**config.mk**
```make
export PLATFORM = sky130hd
export DESIGN_NAME = tmr14_down
export DESIGN_NICKNAME = d
export VERILOG_FILES = /design/src/rtl/tmr14_pkg.sv /design/src/rtl/tmr_in_sync.sv /design/src/rtl/tmr_len_regs.sv /design/src/rtl/tmr_core.sv /design/src/rtl/tmr_wave.sv /design/src/rtl/tmr14_down.sv
export SDC_FILE = /design/constraint.sdc
export NUM_CORES = 1
export LEC_CHECK = 0
export BUFFER_PORTS_ARGS = -buffer_cell sky130_fd_sc_hd__buf_2
export CORE_MARGIN = 1
export CORE_UTILIZATION = 48
export CTS_BUF_LIST = sky130_fd_sc_hd__clkbuf_8
export DETAILED_ROUTE_END_ITERATION = 10
export GPL_TIMING_DRIVEN = 0
export MAX_ROUTING_LAYER = met4
export PLACE_DENSITY = 0.64
export SYNTH_ARGS = -nofsm -noshare
export SYNTH_HDL_FRONTEND = slang
export SYNTH_SLANG_ARGS = --single-unit
```
**constraint.sdc**
```tcl
create_clock -name clk -period 6.8 [get_ports clk]
set_input_delay 0 -clock clk [delete_from_list [all_inputs] [get_ports clk]]
set_output_delay 0 -clock clk [all_outputs]
set_load 0.01 [all_outputs]
```
**src/rtl/tmr14_pkg.sv**
```systemverilog
package tmr14_pkg;

  typedef enum logic [1:0] {
    CTL_NOP   = 2'b00,
    CTL_HALT  = 2'b01,
    CTL_DRAIN = 2'b10,
    CTL_GO    = 2'b11
  } tmr_ctl_e;

  typedef enum logic [1:0] {
    WV_SQ_ONCE = 2'b00,
    WV_SQ_LOOP = 2'b01,
    WV_PL_ONCE = 2'b10,
    WV_PL_LOOP = 2'b11
  } tmr_wave_e;

  function automatic logic wave_reloads(tmr_wave_e m);
    return (m == WV_SQ_LOOP) || (m == WV_PL_LOOP);
  endfunction

  function automatic logic wave_is_pulse(tmr_wave_e m);
    return (m == WV_PL_ONCE) || (m == WV_PL_LOOP);
  endfunction

endpackage

```
**src/rtl/tmr_in_sync.sv**
```systemverilog
module tmr_in_sync #(
  parameter int STAGES = 2
) (
  input  logic clk,
  input  logic rst,
  input  logic async_in,
  output logic rise
);
  logic [STAGES:0] sh_q;

  always_ff @(posedge clk) begin
    if (rst) sh_q <= '0;
    else     sh_q <= {sh_q[STAGES-1:0], async_in};
  end

  assign rise = sh_q[STAGES-1] & ~sh_q[STAGES];
endmodule

```
**src/rtl/tmr_len_regs.sv**
```systemverilog
module tmr_len_regs
  import tmr14_pkg::*;
#(
  parameter int CW = 14
) (
  input  logic          clk,
  input  logic          rst,
  input  logic          lo_we,
  input  logic          hi_we,
  input  logic [7:0]    wdata,
  output logic [CW-1:0] len_eff,
  output tmr_wave_e     mode_cfg
);
  localparam int HI_W = CW - 8;
  localparam logic [CW-1:0] MIN_LEN = CW'(2);

  logic [7:0]      lo_q;
  logic [HI_W-1:0] hi_q;
  tmr_wave_e       mode_q;
  logic [CW-1:0]   len_raw;

  always_ff @(posedge clk) begin
    if (rst) begin
      lo_q   <= '0;
      hi_q   <= '0;
      mode_q <= WV_SQ_ONCE;
    end else begin
      if (lo_we) lo_q <= wdata;
      if (hi_we) begin
        hi_q   <= wdata[HI_W-1:0];
        mode_q <= tmr_wave_e'(wdata[7:6]);
      end
    end
  end

  assign len_raw  = {hi_q, lo_q};
  assign len_eff  = (len_raw < MIN_LEN) ? MIN_LEN : len_raw;
  assign mode_cfg = mode_q;
endmodule

```
**src/rtl/tmr_core.sv**
```systemverilog
module tmr_core
  import tmr14_pkg::*;
#(
  parameter int CW = 14
) (
  input  logic          clk,
  input  logic          rst,
  input  logic          tick,
  input  logic          ctl_we,
  input  logic [1:0]    ctl_code,
  input  logic [CW-1:0] len_eff,
  input  tmr_wave_e     mode_cfg,
  output logic          run_q,
  output logic [CW-1:0] cnt_q,
  output logic [CW-1:0] ld_q,
  output tmr_wave_e     mode_q,
  output logic          tc_evt
);
  localparam logic [CW-1:0] LAST = CW'(1);

  tmr_ctl_e      ctl;
  logic          go, halt, drain;
  logic          pend_q, stop_q;
  logic          run_d, pend_d, stop_d, tc_d;
  logic [CW-1:0] cnt_d, ld_d;
  tmr_wave_e     mode_d;

  assign ctl   = tmr_ctl_e'(ctl_code);
  assign go    = ctl_we && (ctl == CTL_GO);
  assign halt  = ctl_we && (ctl == CTL_HALT);
  assign drain = ctl_we && (ctl == CTL_DRAIN);

  always_comb begin
    run_d  = run_q;
    cnt_d  = cnt_q;
    ld_d   = ld_q;
    mode_d = mode_q;
    pend_d = pend_q;
    stop_d = stop_q;
    tc_d   = 1'b0;
    if (halt) begin
      run_d  = 1'b0;
      pend_d = 1'b0;
      stop_d = 1'b0;
    end else if (!run_q) begin
      if (go) begin
        run_d  = 1'b1;
        cnt_d  = len_eff;
        ld_d   = len_eff;
        mode_d = mode_cfg;
        pend_d = 1'b0;
        stop_d = 1'b0;
      end
    end else begin
      if (go) begin
        pend_d = 1'b1;
        stop_d = 1'b0;
      end else if (drain) begin
        stop_d = 1'b1;
      end
      if (tick) begin
        if (cnt_q == LAST) begin
          tc_d = 1'b1;
          if (stop_d) begin
            run_d  = 1'b0;
            stop_d = 1'b0;
            pend_d = 1'b0;
          end else if (pend_d) begin
            cnt_d  = len_eff;
            ld_d   = len_eff;
            mode_d = mode_cfg;
            pend_d = 1'b0;
          end else if (wave_reloads(mode_q)) begin
            cnt_d = ld_q;
          end else begin
            run_d = 1'b0;
          end
        end else begin
          cnt_d = cnt_q - LAST;
        end
      end
    end
  end

  assign tc_evt = tc_d;

  always_ff @(posedge clk) begin
    if (rst) begin
      run_q  <= 1'b0;
      cnt_q  <= '0;
      ld_q   <= '0;
      mode_q <= WV_SQ_ONCE;
      pend_q <= 1'b0;
      stop_q <= 1'b0;
    end else begin
      run_q  <= run_d;
      cnt_q  <= cnt_d;
      ld_q   <= ld_d;
      mode_q <= mode_d;
      pend_q <= pend_d;
      stop_q <= stop_d;
    end
  end
endmodule

```
**src/rtl/tmr_wave.sv**
```systemverilog
module tmr_wave
  import tmr14_pkg::*;
#(
  parameter int CW = 14
) (
  input  logic          clk,
  input  logic          rst,
  input  logic          run,
  input  logic [CW-1:0] cnt,
  input  logic [CW-1:0] ld,
  input  tmr_wave_e     mode,
  output logic          out_q
);
  logic [CW-1:0] half;
  logic          out_d;

  assign half = ld >> 1;

  always_comb begin
    if (!run)                     out_d = 1'b1;
    else if (wave_is_pulse(mode)) out_d = (cnt != CW'(1));
    else                          out_d = (cnt > half);
  end

  always_ff @(posedge clk) begin
    if (rst) out_q <= 1'b1;
    else     out_q <= out_d;
  end
endmodule

```
**src/rtl/tmr14_down.sv**
```systemverilog
module tmr14_down
  import tmr14_pkg::*;
#(
  parameter int CNT_W       = 14,
  parameter int SYNC_STAGES = 2
) (
  input  logic       clk,
  input  logic       rst,
  input  logic       tmr_in,
  input  logic       len_lo_we,
  input  logic       len_hi_we,
  input  logic [7:0] wr_data,
  input  logic       ctl_we,
  input  logic [1:0] ctl_code,
  input  logic       stat_rd,
  output logic       tmr_out,
  output logic       tmr_run,
  output logic [1:0] stat_tmr
);
  logic             tick;
  logic [CNT_W-1:0] len_eff, cnt_q, ld_q;
  tmr_wave_e        mode_cfg, mode_q;
  logic             run_q, tc_evt, flag_q;

  tmr_in_sync #(.STAGES(SYNC_STAGES)) u_sync (
    .clk(clk), .rst(rst), .async_in(tmr_in), .rise(tick)
  );

  tmr_len_regs #(.CW(CNT_W)) u_len (
    .clk(clk), .rst(rst), .lo_we(len_lo_we), .hi_we(len_hi_we),
    .wdata(wr_data), .len_eff(len_eff), .mode_cfg(mode_cfg)
  );

  tmr_core #(.CW(CNT_W)) u_core (
    .clk(clk), .rst(rst), .tick(tick), .ctl_we(ctl_we), .ctl_code(ctl_code),
    .len_eff(len_eff), .mode_cfg(mode_cfg), .run_q(run_q), .cnt_q(cnt_q),
    .ld_q(ld_q), .mode_q(mode_q), .tc_evt(tc_evt)
  );

  tmr_wave #(.CW(CNT_W)) u_wave (
    .clk(clk), .rst(rst), .run(run_q), .cnt(cnt_q), .ld(ld_q),
    .mode(mode_q), .out_q(tmr_out)
  );

  always_ff @(posedge clk) begin
    if (rst)          flag_q <= 1'b0;
    else if (tc_evt)  flag_q <= 1'b1;
    else if (stat_rd) flag_q <= 1'b0;
  end

  assign tmr_run  = run_q;
  assign stat_tmr = {1'b0, flag_q};
endmodule

```
Word-level counts from Yosys, hierarchy flattened --
Index checks and enable logic that the tools add are counted.
Cells by class: bitwise gates (word level) 4, eq/ne operators 14, magnitude comparators 2, muxes and demuxes 47, $add $sub $neg 1, reduce and logical (&&, ||, !) cells 11
Operators by type and width (number):
- 14-bit two-way mux | 13
- 1-bit two-way mux | 28
- 14-bit by 1-bit == test with 1-bit output, second input constant | 1
- 14-bit by 13-bit greater-than comparator with 1-bit output | 1
- 14-bit by 2-bit less-than comparator with 1-bit output, second input constant | 1
- 14-bit by 1-bit inequality test with 1-bit output, second input constant | 1
- 14-bit by 1-bit subtractor with 14-bit output, second input constant | 1
- 2-bit two-way mux | 6
- 2-bit == test, second input constant | 4
- 2-bit inequality test, second input constant | 4
- 6-bit AND reduction | 1
- 5-bit AND reduction | 1
- 2-bit by 1-bit == test with 1-bit output, second input constant | 2
- 4-bit inequality test, second input constant | 1
- 2-bit nonzero test | 2
- 2-bit OR reduction | 2
- 1-bit logical AND | 3
- 3-bit inequality test, second input constant | 1
- 1-bit NOT | 3
- 1-bit logical OR | 2
- 1-bit bitwise AND | 1
Storage, ports and cells: flip-flop bits (word level) 54, output and inout bits 4, logic and storage cells 91

Depth between registers and ports, before layout --
Gate-level depths: netlist of the first run.
depth in word-level cells 10, mapped depth 10, mapped depth without buffers 7

By module --
Synthesis of the first run repeated with hierarchy kept, for this count alone.
Second synthesis, totals: cells, all modules 386, area total of the unflattened synthesis 3306.9 µm²
Modules (own cells, without submodules):
- tmr_core | area each 2060.7 µm², times used 1, seq. area each 660.6 µm², cells an instance 243
- tmr_len_regs | area each 668.1 µm², times used 1, seq. area each 320.3 µm², cells an instance 71
- tmr_wave | area each 432.9 µm², times used 1, seq. area each 20.0 µm², cells an instance 58
- tmr_in_sync | area each 87.6 µm², times used 1, seq. area each 60.1 µm², cells an instance 7
- tmr14_down | area each 57.6 µm², times used 1, seq. area each 20.0 µm², cells an instance 7

Worst setup path after synthesis of the first run --
No wires, ideal clock.
path type register -> register, start register u_core.cnt_q[0], end register u_core.cnt_q[10], cell stages (with the launch flop) 9, slack 4663 ps, period minus slack after synthesis 2137 ps, data arrival time 2020 ps, cells stage by stage dfxtp_1 -> inv_1 -> ha_1 -> or4b_2 -> clkbuf_1 -> o31a_1 -> nor3_1 -> o21ai_0 -> a41o_1
On the way: cells in the longest elaborated chain, start to end 4, elaborated cells on any way between the ends 8
RTL lines:
- start: declaration | RTL line tmr_core.sv:14 | output logic [CW-1:0] cnt_q,
- start signal: assignment | RTL line tmr_core.sv:97 | cnt_q <= cnt_d;
- 14-bit by 1-bit subtractor with 14-bit output or 14-bit by 1-bit == test with 1-bit output (tied branches) | RTL line tmr_core.sv:79, tmr_core.sv:62
- 14-bit two-way mux | RTL line tmr_core.sv:62 | if (cnt_q == LAST) begin
- 14-bit two-way mux | RTL line tmr_core.sv:61 | if (tick) begin
- 14-bit two-way mux | RTL line tmr_core.sv:45 | end else if (!run_q) begin
Parallel ways exist; a longest one is shown, timed or not. The select of a mux whose other input is x is not followed. A chain may end at the register's enable or synchronous reset.

Final worst setup path of the first run --
start register u_core.cnt_q[2], end register u_core.stop_q
On the way: cells in the longest elaborated chain, start to end 4
RTL lines:
- 14-bit by 1-bit == test with 1-bit output | RTL line tmr_core.sv:62
- 1-bit two-way mux | RTL line tmr_core.sv:62
- 1-bit two-way mux | RTL line tmr_core.sv:61
- 1-bit two-way mux | RTL line tmr_core.sv:45
- end signal: assignment | RTL line tmr_core.sv:101 | stop_q <= stop_d;
- end: declaration | RTL line tmr_core.sv:23 | logic pend_q, stop_q;
Every way passes these cells.

==> metrics.txt, run 1 <==
status finished, final reports clean; worst setup path class reg2reg; Remaining DRCs 0; clock sink count 54; total congestion overflow 0; # nets final 423; Max Clk Rate 387 MHz; maximum buffer depth of the clock tree 2; P_int 0.487 mW; commonest cells after routing, fill and taps aside 54 x dfxtp_1, 33 x a21oi_1, 33 x nor2_1, 29 x o21ai_0; reg2reg start u_core.cnt_q[2]; WL/cell 17.6 um; CP cell instances nor3_2, nand4_2, nor3_1, a2111oi_0, dlygate4sd3_1; first-pass GRT wire length 13600 um; later-pin clock latency in the skew report 0.33 ns; Core ar. 6030 sq um; Setup crit end kind flop; Top-Level Pins 21; dpl hpwl 5950 um; clk root buf clkbuf_8; r2r setup slk 4.22 ns; critical path required time 7.02 ns; cell taking the most area after synthesis dfxtp_1; Worst-Margin Slew 0.737 ns; fill count 590; pwr/cell area 209 nW/um^2; EDFF count, synth 0; cell depth of the worst setup path 5; Bufs and invs on worst path 1; Gate Count Post-Synth 356; Die ar. 6660 sq um; fin area 3440 sq um; Synth Flop Type dfxtp_1; total wire length 8200 um; Ant. Diodes 0; Worst path max stage delay 0.59 ns; Final Hold Fails 0; Area after DPL 3220 sq um; crit path from u_core.cnt_q[2]; routability cong. 0.870; Startpoint Class flop; largest net degree at the start of global routing 18; min cycle time layout 2.58 ns; placed cells 447; Final setup viols 0; Async SR Flop Fraction 0; P_leak 1.35 nW; Max Clock Skew 0.0112 ns; post-CTS setup repair buffer count 0; post-synth top area share 0.355; sequential area share after synthesis 0.355; post_cts resized 0; Max Transition Viols Final 0; Worst Path Arrival 2.80 ns; Mapped Area 3040 sq um; CP Capture Point u_core.stop_q; vias per inst 6.00; combinational power share 0.233; synthesized flop and latch total 54; reg2reg end u_core.stop_q; worst hold slack 0.00389 ns; Antenna Nets Post-Route 0; initial antenna violation count 0; r2r worst-path depth 5; commonest non-fill, non-tap cell in the layout dfxtp_1; Iter 0 DRT Violations 241; Layout area overhead 12.9%; Max IR drop VDD 0.168 mV; CTS tree done; chip width 81.6 um; synth warn 0; vias in the first global route 2682; Worst path top cell family by delay simple AND/OR/NAND/NOR gates; H-Tree Depth 2; Die Span Y 81.6 um; Buffers on Ports 16; Max-cap violations 0; clock share of power 0.279; via count 2803; starting density of the core 0.505; switching share of power 0.322; Synth area leaders dfxtp_1 36%, mux2i_1 6.2%, ha_1 6.2%; share of layout cells above drive strength 1 0.140; Tot GR Track Use 0.279; sw power 0.231 mW; critical path peak fanout 10; DRT Pass-1 Iters 5; post-route clock period utilization 0.380; unrepaired setup endpoints after global routing false; clock slew at reported path FFs 0.10 ns; Distinct cells, synth 60; Hold WC Path Type in2reg; setup TNS 0 ns; fin cells 467; sequential share of power 0.488; total clock buffers created by CTS 5; FP Rows 28; Crit-path slowest cell dlygate4sd3_1; Avg Synthesized Cell Area 8.55 sq um; Post-Syn Nets 388; Slew Limit Headroom 0.502
area by class of cell:
type | instances | area [sq um] | share of cell area
buffer | 25 | 131 | 0.0382
sequential | 54 | 1080 | 0.314
inverter | 20 | 75.1 | 0.0218
clock inverter | 2 | 17.5 | 0.00509
clock buffer | 6 | 82.6 | 0.0240
tap | 75 | 93.8 | 0.0273
timing repair buffer | 28 | 200 | 0.0582
multi-input combinational | 257 | 1760 | 0.511
worst min-delay path, stage by stage:
cell and delay, ns:
buf_2 0.13, nand4_1 0.09, a211oi_1 0.07
flip-flops by register name, indices dropped and copies added (netlist names):
signal          flops
u_core.ld_q        14
u_core.pend_q       1
u_core.mode_q       2
u_len.hi_q          6
u_len.lo_q          8
u_wave.out_q        1
u_core.stop_q       1
u_sync.sh_q         3
u_core.run_q        1
u_core.cnt_q       14
u_len.mode_cfg      2
flag_q              1
cells in the mapped netlist (3+ instances only):
cell type,count
mux2i_1,19
nand2_1,9
a31o_2,3
nand2b_1,3
dfxtp_1,54
ha_1,15
and4_1,3
nor4_1,4
clkbuf_1,12
mux2_2,4
a211oi_1,5
a41oi_1,3
buf_4,4
nor2_1,33
nor2b_1,5
o211ai_1,5
and3_1,3
inv_1,20
nand3_1,21
o22ai_1,4
nand4_1,3
a21oi_1,33
a31oi_1,4
nor3_1,8
o21ai_0,29
a21o_1,4
buf_2,5
worst min-delay path by stage:
| stage | startpoint | to | slack (ns) | cells past startpoint |
|---|---|---|---|---|
| 3_3_place_gp | tmr_in | u_sync.sh_q[0] | 0.22 | 2 |
| 4_1_cts | ctl_code[1] | u_core.pend_q | 0.01 | 3 |
| 5_1_grt | ctl_code[1] | u_core.pend_q | 0.01 | 3 |
| 3_5_place_dp | tmr_in | u_sync.sh_q[0] | 0.23 | 2 |
| 2_1_floorplan | ctl_code[0] | u_core.stop_q | 0.11 | 1 |
| 6_report | ctl_code[1] | u_core.pend_q | 0.004 | 3 |
metrics by stage:
step                      power, mW   util  setup WS (ns)
after global placement        0.515  0.534           4.40
final                         0.718  0.571           4.22
after CTS                     0.716  0.571           4.28
after global routing          0.751  0.571           4.06
after detailed placement      0.516  0.534           4.36
after floorplan               0.472      -           4.66
power groups by stage:
stage / clock (mW) / combinational, mW / sequential (mW)
after global routing: 0.214 / 0.184 / 0.352
after detailed placement: 0 / 0.159 / 0.357
after global placement: 0 / 0.158 / 0.357
after CTS: 0.201 / 0.165 / 0.350
final: 0.200 / 0.167 / 0.350
after floorplan: 0 / 0.121 / 0.351
cells by family after synthesis:
group	count (synthesis)	share of synthesized area
AOI/OAI and AO/OA	109	0.236
xor gates and xnor gates	2	0.00576
adders and majority gates	15	0.0617
buffers and inverters	45	0.0678
DFF	54	0.355
muxes	23	0.0773
other	1	0.00123
and+or+nand+nor	107	0.195
timing repair:
action | in CTS | in global routing
setup endpoints to repair | 0 | 0
hold buffers | 12 | 0
hold endpoints to repair | 19 | 0
layer usage:
metal	up-vias	GRT usage	wire (um)
met4	0	0.107	221
met5	-	-	0
met3	23	0.0411	439
met1	1291	0.365	3890
met2	101	0.432	3650
li1	1388	-	-
(Power assumes the default switching activity.)
==> run 2: changes to the inputs <==
--- a/config.mk
+++ b/config.mk
@@ -5,6 +5,7 @@
 export SDC_FILE = /design/constraint.sdc
 export NUM_CORES = 1
 export LEC_CHECK = 0
+export ABC_AREA = 1
 export BUFFER_PORTS_ARGS = -buffer_cell sky130_fd_sc_hd__buf_2
 export CORE_MARGIN = 1
 export CORE_UTILIZATION = 48
@@ -12,7 +13,7 @@
 export DETAILED_ROUTE_END_ITERATION = 10
 export GPL_TIMING_DRIVEN = 0
 export MAX_ROUTING_LAYER = met4
-export PLACE_DENSITY = 0.64
+export PLACE_DENSITY = 0.66
 export SYNTH_ARGS = -nofsm -noshare
 export SYNTH_HDL_FRONTEND = slang
 export SYNTH_SLANG_ARGS = --single-unit
==> constraint.sdc (replaced) <==
create_clock -name clk -period 2.1 [get_ports clk]
set_input_delay 0 -clock clk [delete_from_list [all_inputs] [get_ports clk]]
set_output_delay 0 -clock clk [all_outputs]
set_load 0.01 [all_outputs]
==> metrics.txt, run 2 <==
total clock buffers created by CTS 5; Async SR Flop Fraction 0; Max-cap violations 0; Max Clock Skew 0.0156 ns; Slew Limit Headroom 0.566; Gate Count Post-Synth 498; vias per inst 5.16; pwr/cell area 705 nW/um^2; Final setup viols 0; Worst path top cell family by delay buffers and inverters; post-synth top area share 0.334; post-synthesis xor/xnor area fraction 0.0135; Distinct cells, synth 34; fin area 3680 sq um; Iter 0 DRT Violations 302; clock sink count 54; critical path required time 2.38 ns; worst setup path class in2reg; Buffers on Ports 19; clk root buf clkbuf_8; Setup crit end kind flop; H-Tree Depth 2; Final Hold Fails 0; Hold WC Path Type in2reg; Layout area overhead 13.9%; chip width 84.1 um; synthesized flop and latch total 54; Avg Synthesized Cell Area 6.49 sq um; Bufs and invs on worst path 5; Die ar. 7070 sq um; Mapped Area 3230 sq um; Worst Path Arrival 2.12 ns; vias in the first global route 2962; clock slew at reported path FFs 0.12 ns; Die Span Y 84.1 um; Ant. Diodes 0; Crit path top cell by count dlygate4sd3_1; r2r worst-path depth 10; Synth area leaders dfxtp_1 33%, nand2_1 14%, nor2_1 11%; Max Transition Viols Final 0; # nets final 572; Top-Level Pins 21; commonest cells after routing, fill and taps aside 117 x nand2_1, 97 x nor2_1, 54 x dfxtp_1, 53 x inv_1, 45 x o21ai_0; critical path peak fanout 10; total wire length 8770 um; largest family of logic cells by synthesized area simple AND/OR/NAND/NOR gates; EDFF count, synth 0; Worst-Margin Slew 0.651 ns; later-pin clock latency in the skew report 0.33 ns; total congestion overflow 0; sequential area share after synthesis 0.334; Max Clk Rate 542 MHz; simple-gate share of the synthesized area 0.370; Core ar. 6420 sq um; Synth Flop Type dfxtp_1; synth warn 0; Hold Path Stages 4; P_leak 1.83 nW; worst hold slack 0.0719 ns; Area after DPL 3430 sq um; via count 3190; Remaining DRCs 0; pre-CTS WS 0.269 ns; Post-Syn Nets 530; FP Rows 29; setup ws final 0.255 ns; status finished, final reports clean; overall power 2.60 mW; post_cts resized 0; CTS tree done; setup TNS 0 ns; largest net degree at the start of global routing 20; dpl hpwl 6600 um; synth cell count leaders 117 x nand2_1, 97 x nor2_1, 54 x dfxtp_1; share of layout cells above drive strength 1 0.105; first-pass GRT wire length 14500 um; cell taking the most area after synthesis dfxtp_1; compound-cell area share of the yosys netlist 0.129; starting density of the core 0.504; maximum buffer depth of the clock tree 2; Antenna Nets Post-Route 0; unrepaired setup endpoints after global routing false; min cycle time layout 1.85 ns; Crit-path slowest cell dlygate4sd3_1; commonest non-fill, non-tap cell in the layout nand2_1; Top Registers u_core.cnt_q x14, u_core.ld_q x14, u_len.lo_q x8; Max IR drop VDD 0.453 mV; CP cell instances dlygate4sd3_1, buf_2, inv_1, clkbuf_1, o21ai_0, nor2_1, dlygate4sd3_1; post-route clock period utilization 0.879; WL/cell 14.2 um; post-CTS setup repair buffer count 0; Worst path max stage delay 0.54 ns; routability cong. 0.896; Startpoint Class input pin; cell depth of the worst setup path 7; Adder-Cell Fraction of Synth Area 0.0580; count leader, synth nand2_1; DRT Pass-1 Iters 5; # hold bufs at CTS 16; mux cell area share after synthesis 0; Tot GR Track Use 0.271; initial antenna violation count 0
-- run 2: final timing paths --
check	start	to	slack [ns]
worst max-delay path	rst	u_len.mode_cfg[0]	0.25
worst min-delay path	len_hi_we	u_len.hi_q[1]	0.07
worst max register to register	u_core.cnt_q[1]	u_core.cnt_q[12]	0.26
worst min register to register	u_sync.sh_q[0]	u_sync.sh_q[1]	0.41
-- run 2: kinds of logic (layout without fill, tap and decap cells) --
family,after synthesis,count (layout)
AO/OA/AOI/OAI,80,80
XOR/XNOR,5,5
adder cells (fa/ha/maj),15,15
buffers and inverters,72,115
flip-flops,54,54
other,1,1
AND/OR/NAND/NOR,271,271
-- run 2: layer usage --
metal / vias to the layer above / GRT usage / part of all wire
met5: - / - / 0
met4: 0 / 0.0721 / 0.012
met3: 9 / 0.0336 / 0.045
met2: 81 / 0.433 / 0.46
met1: 1440 / 0.362 / 0.48
li1: 1660 / - / -
-- run 2: layout make-up --
type	count	area [sq um]
sequential	54	1080
multi-input combinational	372	1850
inverter	55	206
clock inverter	3	28.8
tap	77	96.3
buffer	17	97.6
timing repair buffer	35	255
fill	614	2740
clock buffer	5	68.8
-- run 2: tightest hold or removal path, delay by kind of cell --
kind	cells	cell delay, ns
buffers and inverters	2	0.18
AOI/OAI and AO/OA	2	0.18
-- run 2: report_power, final --
| group | internal [mW] | switching [mW] | total [mW] |
|---|---|---|---|
| clock network | 0.251 | 0.415 | 0.666 |
| registers | 1.10 | 0.0694 | 1.17 |
| logic | 0.285 | 0.480 | 0.765 |
-- run 2: stage by stage --
step,cells,util
floorplan,498,-
global placement,594,0.533
detailed placement,594,0.533
CTS,618,0.574
global route,618,0.574
finish,618,0.574
